<file path="src/rtl/smm_halt_seq.sv">
module smm_halt_seq (
  input  logic        clk,
  input  logic        rst,
  input  logic        halt_cmd,
  input  logic        smi_in,
  input  logic        resume,
  input  logic        slot_we,
  input  logic [15:0] slot_wdata,
  output logic [15:0] slot_rdata,
  output logic        halt_cycle,
  output logic        fetch_en
);

  typedef enum logic [1:0] {S_RUN, S_HALT, S_SMM} state_t;

  state_t      state;
  logic [15:0] slot_q;
  logic        pulse_q;

  wire in_smm    = (state == S_SMM);
  wire enter_smm = !in_smm && smi_in;
  wire go_halt   = (state == S_RUN) && !smi_in && halt_cmd;
  wire exit_smm  = in_smm && resume;

  always_ff @(posedge clk) begin
    if (rst) begin
      state   <= S_RUN;
      slot_q  <= '0;
      pulse_q <= 1'b0;
    end else begin
      pulse_q <= go_halt || (exit_smm && slot_q[0]);
      if (in_smm && slot_we)
        slot_q <= slot_wdata;
      else if (enter_smm)
        slot_q[0] <= (state == S_HALT);
      case (state)
        S_RUN:   if (smi_in) state <= S_SMM; else if (halt_cmd) state <= S_HALT;
        S_HALT:  if (smi_in) state <= S_SMM;
        S_SMM:   if (resume) state <= slot_q[0] ? S_HALT : S_RUN;
        default: state <= S_RUN;
      endcase
    end
  end

  assign slot_rdata = slot_q;
  assign halt_cycle = pulse_q;
  assign fetch_en   = (state == S_RUN);

  p_pulse_single_r2: assert property (@(posedge clk) disable iff (rst)
    halt_cycle |=> !halt_cycle);
  p_pulse_nofetch_r2: assert property (@(posedge clk) disable iff (rst)
    halt_cycle |-> !fetch_en);
  p_entry_latch_r4: assert property (@(posedge clk) disable iff (rst)
    enter_smm |=> in_smm && !fetch_en && (slot_rdata[0] == ($past(state) == S_HALT)));
  p_entry_upper_r5: assert property (@(posedge clk) disable iff (rst)
    enter_smm |=> slot_rdata[15:1] == $past(slot_rdata[15:1]));
  p_write_smm_r6: assert property (@(posedge clk) disable iff (rst)
    (in_smm && slot_we) |=> slot_rdata == $past(slot_wdata));
  p_write_ignored_r6: assert property (@(posedge clk) disable iff (rst)
    (!in_smm && !smi_in) |=> $stable(slot_rdata));
  p_exit_halt_r7: assert property (@(posedge clk) disable iff (rst)
    (exit_smm && slot_q[0]) |=> halt_cycle && !fetch_en);
  p_exit_run_r8: assert property (@(posedge clk) disable iff (rst)
    (exit_smm && !slot_q[0]) |=> fetch_en && !halt_cycle);
  p_smm_hold_r9: assert property (@(posedge clk) disable iff (rst)
    (in_smm && !resume) |=> in_smm && !fetch_en);

endmodule

</file>
<file path="config.mk">
export PLATFORM = sky130hd
export DESIGN_NAME = smm_halt_seq
export DESIGN_NICKNAME = d
export VERILOG_FILES = /design/src/rtl/smm_halt_seq.sv
export SDC_FILE = /design/constraint.sdc
export NUM_CORES = 1
export LEC_CHECK = 0
export BUFFER_PORTS_ARGS = -buffer_cell sky130_fd_sc_hd__buf_2
export CAP_MARGIN = 0
export CORE_UTILIZATION = 46
export CTS_CLUSTER_SIZE = 20
export DETAILED_ROUTE_END_ITERATION = 8
export GPL_TIMING_DRIVEN = 0
export PLACE_DENSITY = 0.81
export SETUP_SLACK_MARGIN = 0.15
export SYNTH_ARGS = -nofsm -noshare
export SYNTH_HDL_FRONTEND = slang
export SYNTH_SLANG_ARGS = --single-unit
</file>
<file path="constraint.sdc">
create_clock -name clk -period 2.3 [get_ports clk]
set_clock_uncertainty 0.1 [all_clocks]
set_input_delay 0.345 -clock clk [delete_from_list [all_inputs] [get_ports clk]]
set_output_delay 0.345 -clock clk [all_outputs]
set_load 0.01 [all_outputs]
</file>
==> results.cfg <==
[outcome]
violations = DRC
outcome = complete, but fails checks

[grt]
grt_overflow = 0
grt_pass1_wl_um = 2642
antenna_found_initial = 0
grt_pass1_vias = 708
grt_max_degree = 12
track_usage = 0.1836

[worst_setup_path]
start_kind = flip-flop
crit_fanout = 9
path_class = reg2out
crit_arrival_ns = 0.97
required_ns = 1.86
critPathCaptureType = output pin

[die]
pin_count = 40
rows = 14
fp.dieW_um = 43.33
core_area_um2 = 1559
die_area_um2 = 1877
die_h_um = 43.33
initial_core_util = 0.5040

[layout]
nets = 155
areaGrowthSynthToFinish_pct = 30.25
diodes = 0
n_fill_cell = 144
layout-drive-gt1-share = 0.4470

[clocking]
cts_tree = yes
clock_latency_ns = 0.29
clockBufferDepth = 2
ctsResizeCount = 0
cts_max_level = 1
numCtsBuffers = 3
cts_sinks = 19
cts_setup_buffers = 0
clockRootBuffer = clkbuf_4
clk_pin_slew_ns = 0.11
ctsHoldBuffers = 0

[yosys]
synth.top_cell.area_share = 0.4841
syn_avg_cell_area_um2 = 8.731
yosys.area.top_type = dfxtp_1
synthTopCellsByCount = nand2_1, dfxtp_1, a21oi_2
netlist_top_cells_area = dfxtp_1, nand2_1, a21oi_2
yosys.area_share.simple = 0.2436
synthMuxAreaShare = 0.01433
yosysMostFrequentCell = nand2_1
synth_cell_types = 20
synth_top_family_by_area = simple AND/OR/NAND/NOR gates
ys_warn_count = 0
ys.flop_type = dfxtp_1
ys_ff_latch = 19
synth_adder_area_share = 0
synth_xor_area_frac = 0
synth_compound_area_frac = 0.2022
synth-edff-count = 0
ys_seq_area_frac = 0.4841
syn_inst = 90
synthArstFlopShare = 0
synthesis.nets = 112
syn-cell-area_um2 = 785.8

[route]
initialDrtViolationCount = 18
dr.pass1.iters = 6
drc = 6
num_vias = 737
post_drt_via_cell_ratio = 4.980
drt.antenna.violating_nets = 0
routed_wl_um = 1585
post_drt_wl_per_cell_um = 10.71

[worst_hold_path]
hp-class = in2reg

[sta]
tightest_slew_ns = 0.2585
worst_slack_ns = 0.8894
setup_viol = 0
tns_ns = 0
fin_crit_ns = 1.411
fin_crit_sh = 0.6133
fmax_mhz = 708.9
slew-limit-headroom = 0.8274
hold_viol = 0
rsz0062_at_grt = false
drv_slew = 0

[pwr]
vdd_ir_drop_max_mv = 0.3592
powerDensity_nw_per_um2 = 597.4
leakagePower_nw = 0.4556

[placed_design]
dp_hpwl_um = 1227
dpl_worst_slack_ns = 1.017
gp_congestion = 0.9008
port_buffers = 38

[job]
drv_cap = 0
==> critical path, cell delays in order (launching register included) <==
cell and delay (ns):
dfxtp_1 0.48, nor2_1 0.06, buf_2 0.14
==> where the power goes <==
part	leakage (nW)	internal, W	total [W]	switching [W]
sequential	0.155	0.000342	0.000353	0.0000102
clock	0.0177	0.0000645	0.000167	0.000103
combinational	0.283	0.0000449	0.0000914	0.0000465
==> through the flow <==
stage,total power [W],instance area (µm²),std cells,util,hold slack [ns]
floorplan,0.0004125,785.8,90,-,0.3805
global placement,0.0004490,996.0,144,0.6388,0.3388
detailed placement,0.0004519,996.0,144,0.6388,0.3460
CTS,0.0006148,1023,148,0.6565,0.1804
global route,0.0006403,1023,148,0.6565,0.1749
finish,0.0006114,1023,148,0.6565,0.1798
==> cell usage in the layout, fill, tap and decap left out <==
master / Yosys / routed
clkinv_2: 0 / 1
buf_4: 1 / 1
a21oi_1: 9 / 9
and3b_1: 1 / 1
nor2_1: 2 / 2
a21oi_2: 10 / 10
a22oi_1: 1 / 1
nand3b_1: 1 / 1
nor3_1: 2 / 2
dfxtp_1: 19 / 19
nand2b_1: 4 / 4
nor2b_1: 1 / 1
or3_1: 1 / 1
or2b_1: 1 / 1
buf_8: 1 / 1
clkbuf_4: 0 / 3
buf_2: 2 / 40
buf_6: 1 / 1
nand2_1: 30 / 30
a32oi_1: 1 / 1
a21bo_2: 1 / 1
mux2_2: 1 / 1
==> area by class of cell <==
class                           count  area, µm²  area share
Clock inverter                      1      5.005    0.004890
Sequential cell                    19      380.4      0.3716
Tap cell                           16      20.02     0.01956
Timing Repair Buffer               38      190.2      0.1858
Clock buffer                        3      22.52     0.02200
Multi-Input combinational cell     66      361.6      0.3533
Buffer                              5      43.79     0.04279
==> sequential cells by signal (all words and copies together) (netlist names) <==
| name | count |
|---|---|
| halt_cycle | 1 |
| slot_rdata | 16 |
| state | 2 |
==> layer usage <==
layer	vias to the layer above	routed length [µm]	global-route usage
met5	-	0	0
met4	0	6	0.04375
met3	2	83	0.04167
met2	25	796	0.3576
met1	327	698	0.1979
li1	383	-	-
==> path summary, 6_finish.rpt <==
| check | startpoint | to | slack, ns | depth (start not counted) |
|---|---|---|---|---|
| worst max-delay path | state[1] | fetch_en | 0.89 | 2 |
| worst min-delay path | slot_wdata[12] | slot_rdata[12] | 0.18 | 3 |
| worst max register to register | state[1] | slot_rdata[15] | 0.98 | 4 |
| worst min register to register | slot_rdata[11] | slot_rdata[11] | 0.36 | 2 |
==> cells by family after synthesis <==
logic type             count (synthesis)
multiplexers                           1
AO/OA/AOI/OAI                         22
flip-flops                            19
AND/OR/NAND/NOR                       43
buffers and inverters                  5
Power figures use the tool's default switching activity.
